===== src/rtl/sdr_seq_pkg.sv =====
package sdr_seq_pkg;

    typedef enum logic [2:0] {
        LEN_ONE   = 3'b000,
        LEN_TWO   = 3'b001,
        LEN_FOUR  = 3'b010,
        LEN_EIGHT = 3'b011,
        LEN_PAGE  = 3'b111
    } len_code_e;

    localparam logic [2:0] LAT_TWO_CODE = 3'b010;

    typedef struct packed {
        logic       page;
        logic       ilv;
        logic       lat3;
        logic       wr_single;
        logic [1:0] len_log2;
    } seq_cfg_t;

    function automatic seq_cfg_t decode_mode(input logic [11:0] mw);
        seq_cfg_t c;
        c           = '0;
        c.lat3      = (mw[6:4] != LAT_TWO_CODE);
        c.wr_single = mw[9];
        case (len_code_e'(mw[2:0]))
            LEN_ONE:   c.len_log2 = 2'd0;
            LEN_TWO:   c.len_log2 = 2'd1;
            LEN_FOUR:  c.len_log2 = 2'd2;
            LEN_EIGHT: c.len_log2 = 2'd3;
            LEN_PAGE:  c.page     = 1'b1;
            default:   c.len_log2 = 2'd0;
        endcase
        c.ilv = mw[3] & ~c.page;
        return c;
    endfunction

endpackage


===== src/rtl/sdr_mode_decode.sv =====
module sdr_mode_decode
    import sdr_seq_pkg::*;
(
    input  logic [11:0] mode_word,
    output seq_cfg_t    cfg
);
    logic unused_mode_bits;
    assign unused_mode_bits = ^{mode_word[11:10], mode_word[8:7]};
    assign cfg = decode_mode(mode_word);
endmodule


===== src/rtl/sdr_col_gen.sv =====
module sdr_col_gen
    import sdr_seq_pkg::*;
#(
    parameter int COL_W = 10
) (
    input  logic             clk,
    input  logic             rst,
    input  logic             load,
    input  logic             load_wr,
    input  logic [COL_W-1:0] load_col,
    input  seq_cfg_t         cfg,
    input  logic             stop,
    output logic             active,
    output logic             beat_wr,
    output logic [COL_W-1:0] col
);
    localparam logic [COL_W-1:0] ALL_ONES = {COL_W{1'b1}};

    logic             act_q, wr_q, page_q, ilv_q;
    logic [COL_W-1:0] start_q, cnt_q, lmask_q;
    logic             single_now, page_now;
    logic [COL_W-1:0] lmask_now, offs;

    // single-beat writes override both finite and page lengths
    assign single_now = load_wr & cfg.wr_single;
    assign page_now   = cfg.page & ~single_now;
    assign lmask_now  = page_now   ? ALL_ONES :
                        single_now ? '0 :
                        ~(ALL_ONES << cfg.len_log2);

    always_ff @(posedge clk) begin
        if (rst) begin
            act_q   <= 1'b0;
            wr_q    <= 1'b0;
            page_q  <= 1'b0;
            ilv_q   <= 1'b0;
            start_q <= '0;
            cnt_q   <= '0;
            lmask_q <= '0;
        end else if (load) begin
            act_q   <= 1'b1;
            wr_q    <= load_wr;
            page_q  <= page_now;
            ilv_q   <= cfg.ilv & ~page_now;
            start_q <= load_col;
            cnt_q   <= '0;
            lmask_q <= lmask_now;
        end else if (stop) begin
            act_q <= 1'b0;
        end else if (act_q) begin
            if (!page_q && (cnt_q == lmask_q)) act_q <= 1'b0;
            cnt_q <= cnt_q + 1'b1;
        end
    end

    assign offs    = ilv_q ? (start_q ^ cnt_q) : (start_q + cnt_q);
    assign col     = (start_q & ~lmask_q) | (offs & lmask_q);
    assign active  = act_q;
    assign beat_wr = wr_q;

    // a finite burst never counts past its length
    assert_cnt_bound_R2: assert property (@(posedge clk) disable iff (rst)
        (act_q && !page_q) |-> ((cnt_q & ~lmask_q) == '0));

    // page bursts roll over from the top column to zero
    assert_page_wrap_R5: assert property (@(posedge clk) disable iff (rst)
        (act_q && page_q && !load && !stop && (col == ALL_ONES)) |=> (act_q && (col == '0)));

    // a stop with no new request leaves no beat behind
    assert_stop_ends_R6: assert property (@(posedge clk) disable iff (rst)
        (stop && !load) |=> !act_q);

    // a single-beat write lasts one cycle
    assert_single_write_R7: assert property (@(posedge clk) disable iff (rst)
        (load && load_wr && cfg.wr_single) |=> (act_q ##1 (!act_q || $past(load))));
endmodule


===== src/rtl/sdr_rd_pipe.sv =====
module sdr_rd_pipe #(
    parameter int NB = 8
) (
    input  logic          clk,
    input  logic          rst,
    input  logic          beat_in,
    input  logic          lat3,
    input  logic [NB-1:0] dqm,
    output logic          rd_valid,
    output logic [NB-1:0] rd_byte_en
);
    localparam int MAX_LAT = 3;
    localparam int MASK_LAG = 3;

    logic [MAX_LAT-1:0] dly_q;
    logic [NB-1:0]      mq [MASK_LAG];

    always_ff @(posedge clk) begin
        if (rst) dly_q <= '0;
        else     dly_q <= {dly_q[MAX_LAT-2:0], beat_in};
    end

    for (genvar s = 0; s < MASK_LAG; s++) begin : g_mask
        always_ff @(posedge clk) begin
            if (rst)         mq[s] <= '0;
            else if (s == 0) mq[s] <= dqm;
            else             mq[s] <= mq[(s == 0) ? 0 : s-1];
        end
    end

    assign rd_valid   = lat3 ? dly_q[2] : dly_q[1];
    assign rd_byte_en = rd_valid ? ~mq[MASK_LAG-1] : '0;

    // strobe trails the issued read beat by the selected latency
    assert_lat2_R1: assert property (@(posedge clk) disable iff (rst)
        (rd_valid && !lat3) |-> $past(beat_in, 2));
    assert_lat3_R1: assert property (@(posedge clk) disable iff (rst)
        (rd_valid && lat3) |-> $past(beat_in, 3));
endmodule


===== src/rtl/sdr_burst_seq.sv =====
module sdr_burst_seq
    import sdr_seq_pkg::*;
#(
    parameter int COL_W  = 10,
    parameter int DATA_W = 64
) (
    input  logic                  clk,
    input  logic                  rst,
    input  logic                  req_valid,
    input  logic                  req_write,
    input  logic [COL_W-1:0]      req_col,
    input  logic                  burst_stop,
    input  logic [11:0]           mode_word,
    input  logic [DATA_W/8-1:0]   dqm,
    output logic                  col_valid,
    output logic [COL_W-1:0]      col_addr,
    output logic                  col_is_write,
    output logic                  dq_oe,
    output logic [DATA_W/8-1:0]   wr_byte_en,
    output logic                  rd_valid,
    output logic [DATA_W/8-1:0]   rd_byte_en
);
    localparam int NB = DATA_W / 8;

    seq_cfg_t cfg;
    logic     act, bwr;

    sdr_mode_decode u_mode (
        .mode_word (mode_word),
        .cfg       (cfg)
    );

    sdr_col_gen #(.COL_W(COL_W)) u_cols (
        .clk      (clk),
        .rst      (rst),
        .load     (req_valid),
        .load_wr  (req_write),
        .load_col (req_col),
        .cfg      (cfg),
        .stop     (burst_stop),
        .active   (act),
        .beat_wr  (bwr),
        .col      (col_addr)
    );

    sdr_rd_pipe #(.NB(NB)) u_rd (
        .clk        (clk),
        .rst        (rst),
        .beat_in    (act & ~bwr),
        .lat3       (cfg.lat3),
        .dqm        (dqm),
        .rd_valid   (rd_valid),
        .rd_byte_en (rd_byte_en)
    );

    assign col_valid    = act;
    assign col_is_write = act & bwr;
    assign dq_oe        = act & bwr;
    assign wr_byte_en   = dq_oe ? ~dqm : '0;
endmodule


===== config.mk =====
export PLATFORM = sky130hd
export DESIGN_NAME = sdr_burst_seq
export DESIGN_NICKNAME = d
export VERILOG_FILES = /design/src/rtl/sdr_seq_pkg.sv /design/src/rtl/sdr_mode_decode.sv /design/src/rtl/sdr_col_gen.sv /design/src/rtl/sdr_rd_pipe.sv /design/src/rtl/sdr_burst_seq.sv
export SDC_FILE = /design/constraint.sdc
export NUM_CORES = 1
export LEC_CHECK = 0
export ABC_AREA = 1
export BUFFER_PORTS_ARGS = -buffer_cell sky130_fd_sc_hd__buf_2
export CORE_MARGIN = 2
export CORE_UTILIZATION = 25
export CTS_CLUSTER_SIZE = 28
export DETAILED_ROUTE_END_ITERATION = 12
export GPL_TIMING_DRIVEN = 0
export SLEW_MARGIN = 20
export SYNTH_ARGS = -nofsm -noshare
export SYNTH_HDL_FRONTEND = slang
export SYNTH_SLANG_ARGS = --single-unit

===== constraint.sdc =====
create_clock -name clk -period 2.45 [get_ports clk]
set_clock_uncertainty 0.1 [all_clocks]
set_input_delay 0.1225 -clock clk [delete_from_list [all_inputs] [get_ports clk]]
set_output_delay 0.1225 -clock clk [all_outputs]
set_load 0.01 [all_outputs]

After elaboration in Yosys (flattened, before gate mapping)
Memories as Yosys holds them, arrays and structs flattened. Index checks and enable logic that the tools add are counted.

Input bits: 35. Bits in writable memories: 24. Memories: 1. Register bits: 37. Word-level logic and storage cells: 62. Output and inout bits: 30.

Memories: u_rd.mq (words 3, bits a word 8, rd ports 3, clocked after memory_dff 0, write ports 3, line sdr_rd_pipe.sv:16) `logic [NB-1:0] mq [MASK_LAG];`.

Muxes and demuxes: 18. Bitwise operators: 22. Shift-type cells: 1. Add/sub/neg operators: 2. Equal/unequal tests: 6. Reductions and logical operators: 4.

Operators with widths (count): 8-bit two-way mux (5); 10-bit two-way mux (3); 10-bit AND (2); 10-bit NOT (2); 8-bit NOT (2); 10-bit by 1-bit adder with 10-bit output, second input constant (1); 10-bit adder (1); 10-bit == test (1); 10-bit bitwise OR (1); 10-bit by 2-bit left shift with 10-bit output, first input constant (1); 10-bit bitwise XOR (1); 1-bit two-way mux (9); 1-bit AND (6); 3-bit by 2-bit == test with 1-bit output, second input constant (2); 2-bit one-hot mux with 3 select lines (1); 1-bit NOT (5); 3-bit by 1-bit == test with 1-bit output, second input constant (1); 3-bit == test, second input constant (1); 3-bit by 2-bit != test with 1-bit output, second input constant (1); 1-bit bitwise OR (3); 2-bit AND reduction (1); 2-bit OR reduction (1); 1-bit logical AND (1); 1-bit zero test (1).

Logic depth before layout (Yosys ltp)
Gate-level depths: netlist of the first run.

Depth after elaboration: 6. Depth in mapped cells: 11. Depth with buffers taken out: 11.

Hierarchy
Synthesis of the first run repeated with hierarchy kept, for this count alone.

Cells, all modules: 363. Area total of the unflattened synthesis: 2598.7 sq um.

Modules (own cells, without submodules): sdr_col_gen (area each 1654.1 sq um, times used 1, sequential area each 540.5 sq um, cells each 241); sdr_rd_pipe (area each 834.6 sq um, times used 1, sequential area each 540.5 sq um, cells each 98); sdr_burst_seq (area each 55.1 sq um, times used 1, sequential area each 0.0 sq um, cells each 13); sdr_mode_decode (area each 55.1 sq um, times used 1, sequential area each 0.0 sq um, cells each 11).

Least setup slack after synthesis of the first run
No wires, ideal clock.

Path kind: register -> output. From: register u_cols.cnt_q[0]. To: output col_addr[6]. Cell stages (with the launch flop): 10. Data required time: 2.227 ns. Path buffers: 0. Path slack: 0.698 ns. Data arrival time: 1.529 ns. Cell sequence: dfxtp_1 ha_1 fa_1 nand3_1 nand2_1 nand3_1 nand2_1 nand2_1 nand2_1 a31oi_1.

Word-level cells in the longest chain between the ends: 4.

Ends and longest elaborated chain: start: declaration (line sdr_col_gen.sv:20) `logic [COL_W-1:0] start_q, cnt_q, lmask_q;`; start signal: assignment (line sdr_col_gen.sv:52) `cnt_q <= cnt_q + 1'b1;`; 10-bit adder (line sdr_col_gen.sv:56) `assign offs = ilv_q ? (start_q ^ cnt_q) : (start_q + cnt_q);`; 10-bit two-way mux (line sdr_col_gen.sv:56); 10-bit AND (line sdr_col_gen.sv:57) `assign col = (start_q & ~lmask_q) | (offs & lmask_q);`; 10-bit bitwise OR (line sdr_col_gen.sv:57); end: declaration (line sdr_burst_seq.sv:16) `output logic [COL_W-1:0] col_addr,`.

No other way between the ends.

Final worst setup path of the first run
From: register u_cols.cnt_q[4]. To: output col_addr[7].

Same word-level chain as after synthesis.

==> flow_summary.ini, run 1 <==
[outcome]
status = finished, final reports clean

[die]
dieArea_mm2 = 0.01093
start_util_pct = 25.86
die_h_um = 104.5
io_pins = 65
core-area_mm2 = 0.009774
rows = 36
die_w_um = 104.5

[detailed_routing]
drc_errors = 0
vias = 2466
ant_nets = 0
first_pass_iters = 4
drtIter0Drc = 122
wire_per_inst_um = 10.90
via_per_inst = 4.259
totalWireLength_um = 6313

[timing]
hold_viol_final = 0
rsz0062_at_grt = false
slew_headroom_pct = 65.65
holdWs_ns = 0.009441
worstMarginPinSlew_ns = 0.5152
period_share_pct = 92.61
setup_tns_ns = 0
setup_viol = 0
min_period_ns = 2.269
timing.fmax_mhz = 440.7
maxSlewViolCount = 0

[worst_setup_path]
worstPathCellList = ha_1 > nand2_1 > inv_1 > nand3_1 > nand2_1 > nand2_1 > nand2_1 > nand2_1 > nand2_1 > nand3_1 > o21ai_0 > buf_2
crit_required_ns = 2.23
arrival_ns = 2.05
max_stage_delay_ns = 0.41
endpoint_kind = output port
cpMostUsedCell = nand2_1
startpoint_type = flop
slowest_stage = dfxtp_1
crit_fanout = 7
crit_type = flop to output port

[grt]
grt_start_max_net_pins = 20
grt_usage_pct = 11.81
grt_overflow = 0
grt_pass1_vias = 2372
grt_pass1_wl_um = 10470
antenna_found_initial = 0

[finish]
layout_commonest_cell = nand2_1
drive_gt1_share_pct = 17.94
fin_nets = 491
postLayoutCellArea_mm2 = 0.003302
final_cell_mix = nand2_1, inv_1, buf_2
syn2layout_area_growth_pct = 30.64
multi_input_area_mm2 = 0.001177
regArea_mm2 = 0.001082
n_antenna_cell = 0
num-fill-cells = 1056

[placement]
dp_hpwl_um = 4825
portBuffers = 60
gp_congestion = 0.8679
placed_area_mm2 = 0.002994

[logic_synthesis]
synth_nets = 404
syn_area_mm2 = 0.002527
yosysUniqueCellTypes = 30
synthArstFlopShare_pct = 0
syn_area_per_cell_um2 = 7.060
ys.flop_type = dfxtp_1
synth_edf_count = 0
yosys_register_bits = 54
syn_inst = 358
ys_warn_count = 0
synth.yosys.seq_area_share_pct = 42.77

[clocking]
cts_tree = built
clock_latency_ns = 0.31
clock_sinks = 54
path_clk_slew_ns = 0.11
htreeDepth = 2
cts-root-buf = clkbuf_8
cts_buffers = 5
clk_path_buf_depth = 2

[power_and_ir_drop]
ir_drop_v = 0.0002737
power_density_mw_per_mm2 = 503.4
p_leak_nw = 1.585

[hold_path]
min_path_type = input pin to flop

[flow_run]
drv_cap = 0
Yosys cell counts (2+ instances only):
| master | n | share of area (%) |
|---|---|---|
| xor2_1 | 3 | 1.0 |
| inv_1 | 62 | 9.2 |
| ha_1 | 10 | 5.0 |
| clkbuf_1 | 7 | 1.0 |
| nor3_1 | 6 | 1.2 |
| o211ai_1 | 3 | 0.89 |
| buf_1 | 2 | 0.30 |
| o22ai_1 | 6 | 1.5 |
| nor3_2 | 2 | 0.79 |
| nand3_1 | 32 | 6.3 |
| nor4_1 | 2 | 0.49 |
| dfxtp_1 | 54 | 43 |
| nand2_1 | 67 | 10 |
| o21ai_0 | 17 | 3.4 |
| a21oi_1 | 14 | 2.8 |
| nor2_1 | 55 | 8.2 |
| nand4_1 | 3 | 0.74 |
stage by stage:
stage / total power [mW] / instances / util, % / setup WS, ns
2_1_floorplan: 1.049 / 358 / - / 0.6982
3_3_place_gp: 1.123 / 551 / 30.63 / 0.4498
3_5_place_dp: 1.128 / 551 / 30.63 / 0.3989
4_1_cts: 1.676 / 579 / 33.68 / 0.04712
5_1_grt: 1.745 / 579 / 33.78 / 0.002517
6_report: 1.662 / 579 / 33.78 / 0.1810
where the power goes:
part / total, mW / switching (mW) / internal, mW
clock network: 0.531 / 0.318 / 0.213
logic: 0.202 / 0.113 / 0.0891
registers: 0.929 / 0.0180 / 0.911
total: 1.66 / 0.449 / 1.21
metal layers:
metal / GRT usage [%] / vias up / share of wire (%) / routed length, um
met5: 0 / - / 0 / 0
met4: 4.344 / 0 / 1.4 / 89
met3: 2.371 / 6 / 3.3 / 211
met2: 21.20 / 38 / 50 / 3159
met1: 13.80 / 1113 / 45 / 2853
li1: - / 1309 / - / -
worst paths after layout:
check / start / endpoint / slack, ns / depth (start not counted)
max reg2reg: u_cols.cnt_q[1]$_SDFFE_PP0P_ / u_cols.cnt_q[6]$_SDFFE_PP0P_ / 0.84 / 7
max: u_cols.cnt_q[4]$_SDFFE_PP0P_ / col_addr[7] / 0.18 / 12
min: req_valid / u_cols.start_q[0]$_SDFFE_PP0P_ / 0.009 / 3
min reg2reg: u_rd.mq[1][1]$_SDFF_PP0_ / u_rd.mq[2][1]$_SDFF_PP0_ / 0.30 / 2
worst max-delay path: cells and delay by family, from the launching register on:
kind / cells / cell delay (ns)
AOI/OAI and AO/OA: 1 / 0.10
DFF: 1 / 0.41
adders and majority gates: 1 / 0.41
and+or+nand+nor: 8 / 0.62
buffers and inverters: 2 / 0.20
logic make-up (layout without fill, tap and decap cells):
group           after synthesis  after routing  share of synthesized area (%)
xor+xnor                      3              3                          1.040
fa+ha+maj                    11             11                          5.743
flops                        54             54                          42.77
buf+inv                      73            161                          10.99
simple gates                172            172                          29.46
compound gates               45             45                          10.00
sequential cells by signal (all words and copies together) (netlist names):
signal          flops
u_rd.mq            24
u_cols.cnt_q       10
u_cols.start_q     10
u_cols.lmask_q      4
u_rd.dly_q          3
u_cols.active       1
u_cols.beat_wr      1
u_cols.ilv_q        1
timing repair:
item | CTS | global route
hold endpoints to repair | 20 | 0
resized for setup | 0 | 4
hold buffers | 20 | 0
endpoints found under the setup margin | 0 | 2
setup buffers | 0 | 0
cell type report:
class,count,share of cell area [%]
Timing Repair Buffer,80,15.16
Buffer,10,1.250
Multi-Input combinational cell,231,35.66
Inverter,63,7.162
Tap cell,133,5.040
Sequential cell,54,32.78
Clock inverter,3,0.8715
Clock buffer,5,2.084
Power figures use the tool's default switching activity.
==> run 2, diff against run 1 <==
Settings changed: REMOVE_ABC_BUFFERS from default to 1, SYNTH_HIERARCHICAL from default to 1.
==> flow_summary.ini, run 2 <==
[placement]
dp_hpwl_um = 4452
portBuffers = 60
placed_area_mm2 = 0.002994
pre_cts_ws_ns = 0.4446
gp_congestion = 0.7804

[power_and_ir_drop]
ir_drop_v = 0.0002394
swShare_pct = 26.90
sequentialPowerShare_pct = 55.8
share_comb_of_total_power_pct = 12.5
power_switching_mw = 0.4476
pwr-share-clk_pct = 31.7
power_density_mw_per_mm2 = 505.0
p_leak_nw = 1.624
p_int_mw = 1.216

[logic_synthesis]
yosys_register_bits = 54
syn_inst = 363
synth.yosys.seq_area_share_pct = 41.60
synth_simple_gate_area_share_pct = 29.13
ys.flop_type = dfxtp_1
ys_warn_count = 6
synth_mux_area_share_pct = 0
synth_compound_area_share_pct = 9.677
synth_top_area_cell = dfxtp_1
synth-xor-area-share_pct = 1.011
ys_top_cells_by_count = inv_1, nand2_1, nor2_1, dfxtp_1, nand3_1
syn_area_mm2 = 0.002599
yosysUniqueCellTypes = 33
synth_edf_count = 0
syn_area_per_cell_um2 = 7.159
synthArstFlopShare_pct = 0
synthTopCellsByArea = dfxtp_1, inv_1, nand2_1
synth_fa_ha_area_share_pct = 5.585
synth_top_family_by_area = simple AND/OR/NAND/NOR gates
synth.top_cell.area_share_pct = 41.60
yosysMostFrequentCell = inv_1

[clocking]
cts_setup_buffers = 0
clk_path_buf_depth = 2
cts-root-buf = clkbuf_8
path_clk_slew_ns = 0.10
cts_buffers = 5
clock_latency_ns = 0.31
cts_tree = built
htreeDepth = 2
clock_sinks = 54

[die]
core-area_mm2 = 0.01018
die_w_um = 106.0
start_util_pct = 25.52
dieArea_mm2 = 0.01123
rows = 37
io_pins = 65
die_h_um = 106.0

[finish]
final_cell_mix = inv_1, nand2_1, buf_2
drive_gt1_share_pct = 20.05
fin_nets = 484
syn2layout_area_growth_pct = 26.77
postLayoutCellArea_mm2 = 0.003294
top_regs = u_rd/mq: 24 flops, u_cols/cnt_q: 10 flops, u_cols/start_q: 10 flops
layout_commonest_cell = inv_1
n_antenna_cell = 0
largest_reg_flops = 24
regMostFlops = u_rd/mq

[worst_setup_path]
rr_endpoint = u_cols/cnt_q[8]$_SDFFE_PP0P_
crit_type = flop to output port
startpoint_type = flop
r2r_start = u_cols/cnt_q[1]$_SDFFE_PP0P_
crit_fanout = 6
rrSetupSlack_ns = 0.93
r2r_cells = 6
arrival_ns = 2.07
endpoint_kind = output port
crit_required_ns = 2.23

[timing]
setup_viol = 0
worstMarginPinSlew_ns = 0.8973
timing.fmax_mhz = 436.9
rsz0062_at_grt = false
layout_setup_ws_ns = 0.1614
slew_headroom_pct = 39.96
min_period_ns = 2.289
period_share_pct = 93.41
setup_tns_ns = 0
maxSlewViolCount = 0
hold_viol_final = 0

[grt]
grt_usage_pct = 10.99
grt_start_max_net_pins = 31
grt_pass1_vias = 2179
grt_overflow = 0
antenna_found_initial = 0
grt_pass1_wl_um = 9846

[outcome]
status = finished, final reports clean

[detailed_routing]
drtIter0Drc = 105
drc_errors = 0
totalWireLength_um = 6155
first_pass_iters = 4
via_per_inst = 4.104
ant_nets = 0
wire_per_inst_um = 10.70
vias = 2360

[hold_path]
hold_path_depth = 4
whs_endpoint = u_cols/cnt_q[2]$_SDFFE_PP0P_
hp-start = burst_stop
min_path_type = input pin to flop

[flow_run]
drv_cap = 0
## run 2: cells by family (layout without fill, tap and decap cells)
family / Yosys count / count (layout)
xor gates and xnor gates: 3 / 3
adders and majority gates: 11 / 11
buffers and inverters: 81 / 157
and+or+nand+nor: 169 / 169
DFF: 54 / 54
AOI/OAI and AO/OA: 45 / 45
## run 2: worst max-delay path by stage
stage,endpoint,start,cells past startpoint,slack [ns]
after floorplan,col_addr[6],u_cols/cnt_q[0]$_SDFFE_PP0P_,9,0.68
after global placement,u_cols/cnt_q[3]$_SDFFE_PP0P_,rst,5,0.46
after detailed placement,u_cols/cnt_q[3]$_SDFFE_PP0P_,rst,5,0.44
after CTS,col_addr[8],u_cols/cnt_q[0]$_SDFFE_PP0P_,11,0.09
after global routing,col_addr[6],u_cols/cnt_q[0]$_SDFFE_PP0P_,10,0.01
final,col_addr[6],u_cols/cnt_q[0]$_SDFFE_PP0P_,10,0.16
## run 2: power by group through the flow
stage                     sequential (mW)  combinational [mW]  clock, mW
after floorplan                     0.945               0.103          0
after global placement              0.948               0.181          0
after detailed placement            0.949               0.184          0
after CTS                           0.928               0.208      0.544
after global routing                0.932               0.235      0.587
final                               0.928               0.208      0.528
## run 2: critical path: stages, from the launching register on
cell     delay [ns]
dfxtp_2        0.37
ha_1           0.22
fa_1           0.40
nand3_1        0.12
nand2_2        0.09
nand3_2        0.10
nand2_1        0.07
nand2_1        0.06
nand2_1        0.05
a31oi_1        0.11
buf_2          0.15
## run 2: cell type report
class / count / area, um2
clock buffers: 5 / 68.82
inverters: 70 / 262.8
fillers: 1088 / 6890
multi-input cells: 228 / 1191
repair buffers: 79 / 490.5
clock inverters: 3 / 28.78
well taps: 136 / 170.2
flip-flops and latches: 54 / 1082
## run 2: metrics by stage
stage | util, % | hold WS, ns | power [mW] | instances
2_1_floorplan | - | 0.08937 | 1.048 | 352
6_report | 32.35 | 0.03055 | 1.664 | 575
3_5_place_dp | 29.40 | 0.2473 | 1.132 | 548
4_1_cts | 32.22 | 0.02550 | 1.681 | 575
5_1_grt | 32.35 | 0.03338 | 1.754 | 575
3_3_place_gp | 29.40 | 0.2391 | 1.129 | 548
## run 2: timing repair
action | CTS | global route
hold buffers | 19 | 0
setup endpoints to repair | 0 | 2
resized for setup | 0 | 4
hold endpoints to repair | 19 | 0
## run 2: layer usage
metal / global-route usage, % / vias to the layer above / wire length [um]
met5: 0 / - / 0
met4: 5.827 / 0 / 136
met3: 1.778 / 9 / 173
met2: 18.39 / 34 / 3027
met1: 13.57 / 1029 / 2818
li1: - / 1288 / -
==> run 3, diff against run 2 <==
Settings changed: BUFFER_PORTS_ARGS -buffer_cell sky130_fd_sc_hd__buf_2 to -buffer_cell sky130_fd_sc_hd__buf_4, PLACE_DENSITY from default to 0.45.
Clock period 2.45 ns to 2.19 ns, I/O delays scaled along.
==> flow_summary.ini, run 3 (same netlist as run 2, synthesis figures left out) <==
[power_and_ir_drop]
power_switching_mw = 0.4948
sequentialPowerShare_pct = 55.5
pwr-share-clk_pct = 29.7
total_power_mw = 1.872
ir_drop_v = 0.0002743
swShare_pct = 26.44
p_leak_nw = 1.664
power_density_mw_per_mm2 = 514.9
share_comb_of_total_power_pct = 14.7
p_int_mw = 1.377

[finish]
fin_util_pct = 35.69
drive_gt1_share_pct = 26.58
final_cell_mix = inv_1, buf_4, nand2_1
postLayoutCellArea_mm2 = 0.003635
largest_reg_flops = 24
n_antenna_cell = 0
syn2layout_area_growth_pct = 39.87
top_regs = u_rd/mq: 24 flops, u_cols/cnt_q: 10 flops, u_cols/start_q: 10 flops
regMostFlops = u_rd/mq
final-instance-count-excl-fill = 580
layout_commonest_cell = inv_1
fin_nets = 490

[outcome]
status = finished, final reports clean

[timing]
setup_viol = 0
worstMarginPinSlew_ns = 0.9327
slew_headroom_pct = 37.59
hold_viol_final = 0
timing.fmax_mhz = 469.5
period_share_pct = 97.25
min_period_ns = 2.130
maxSlewViolCount = 0
rsz0062_at_grt = true

[worst_setup_path]
max_stage_delay_ns = 0.37
startpoint_type = flop
critPathBufInv = 1
crit_fanout = 2
crit_type = flop to output port
crit_required_ns = 1.98
slowest_stage = dfxtp_4
arrival_ns = 1.92
endpoint_kind = output port
worstPathCellList = ha_4 > fa_2 > nand3_2 > nand2_2 > nand3_2 > nand2_2 > nand2_1 > nand2_1 > a31oi_1 > buf_4
path_delay_family = adder cells

[grt]
grt_overflow = 0
grt_usage_pct = 11.64
antenna_found_initial = 0
grt_pass1_wl_um = 10480
grt_start_max_net_pins = 31
grt_pass1_vias = 2163

[clocking]
cts_tree = built
clock_sinks = 54
clock_latency_ns = 0.31
path_clk_slew_ns = 0.10
cts-root-buf = clkbuf_8
cts_buffers = 5
clk_path_buf_depth = 2
htreeDepth = 2

[flow_run]
drv_cap = 0

[detailed_routing]
drc_errors = 0
totalWireLength_um = 6594
ant_nets = 0
drtIter0Drc = 88
wire_per_inst_um = 11.37
vias = 2402
first_pass_iters = 4
via_per_inst = 4.141

[die]
core-area_mm2 = 0.01018
start_util_pct = 25.52
die_w_um = 106.0
rows = 37
io_pins = 65
die_h_um = 106.0
dieArea_mm2 = 0.01123

[hold_path]
min_path_type = input pin to flop

[placement]
place_inst = 548
dp_hpwl_um = 4644
gp_congestion = 0.7820
portBuffers = 60
placed_area_mm2 = 0.003144
-- run 3: cell types whose count changed in the layout (fill, tap and decap cells not counted), sizes merged --
cell / change
dlygate4sd3: +1
inv: -1
buf: +5
-- run 3: final cells by class --
type,instances,area [um2]
sequential,54,1106
timing repair buffer,85,688.2
fill,1093,6550
inverter,70,262.8
clock buffer,5,68.82
tap,136,170.2
clock inverter,2,13.76
multi-input combinational,228,1325
-- run 3: power groups by stage --
stage / Sequential (mW) / Clock, mW / Combinational (mW)
detailed placement: 1.06 / 0 / 0.238
finish: 1.04 / 0.557 / 0.275
floorplan: 1.06 / 0 / 0.115
CTS: 1.04 / 0.580 / 0.271
global placement: 1.06 / 0 / 0.238
global route: 1.05 / 0.621 / 0.310
-- run 3: through the flow --
stage | setup slack, ns | hold WS [ns] | setup TNS (ns)
after floorplan | 0.4345 | 0.07637 | 0
after global placement | 0.2042 | 0.2250 | 0
after detailed placement | 0.2068 | 0.2317 | 0
after CTS | -0.01648 | 0.04975 | -0.01648
after global routing | -0.08993 | 0.06397 | -0.1111
final | 0.06027 | 0.05800 | 0
-- run 3: routing by layer --
| layer | wire (um) | track usage [%] | share of wire, % |
|---|---|---|---|
| met2 | 2927 | 18.25 | 44 |
| met1 | 3409 | 16.35 | 52 |
| met5 | 0 | 0 | 0 |
| met4 | 89 | 3.665 | 1.3 |
| met3 | 167 | 1.901 | 2.5 |
-- run 3: worst reg2reg max path, delay by kind of cell (launching register included) --
family | cells | cell delay (ns)
compound gates | 2 | 0.17
simple gates | 6 | 0.68
buf+inv | 1 | 0.11
flops | 1 | 0.43
-- run 3: timing repair --
action	CTS	global route
buffers inserted	1	4
gates cloned	0	0
pin swaps	0	6
hold buffers	20	0
resized for setup	6	30
setup endpoints to repair	4	5
hold endpoints to repair	22	0
-- run 3: path summary, 6_finish.rpt --
path	startpoint	to	slack, ns	depth (start not counted)
hold reg to reg	u_rd/mq[0][7]$_SDFF_PP0_	u_rd/mq[1][7]$_SDFF_PP0_	0.31	2
setup / recovery	u_cols/cnt_q[0]$_SDFFE_PP0P_	col_addr[6]	0.06	10
setup reg to reg	u_cols/active$_SDFF_PP0_	u_cols/cnt_q[9]$_SDFFE_PP0P_	0.61	9
hold / removal	req_valid	u_cols/start_q[6]$_SDFFE_PP0P_	0.06	3
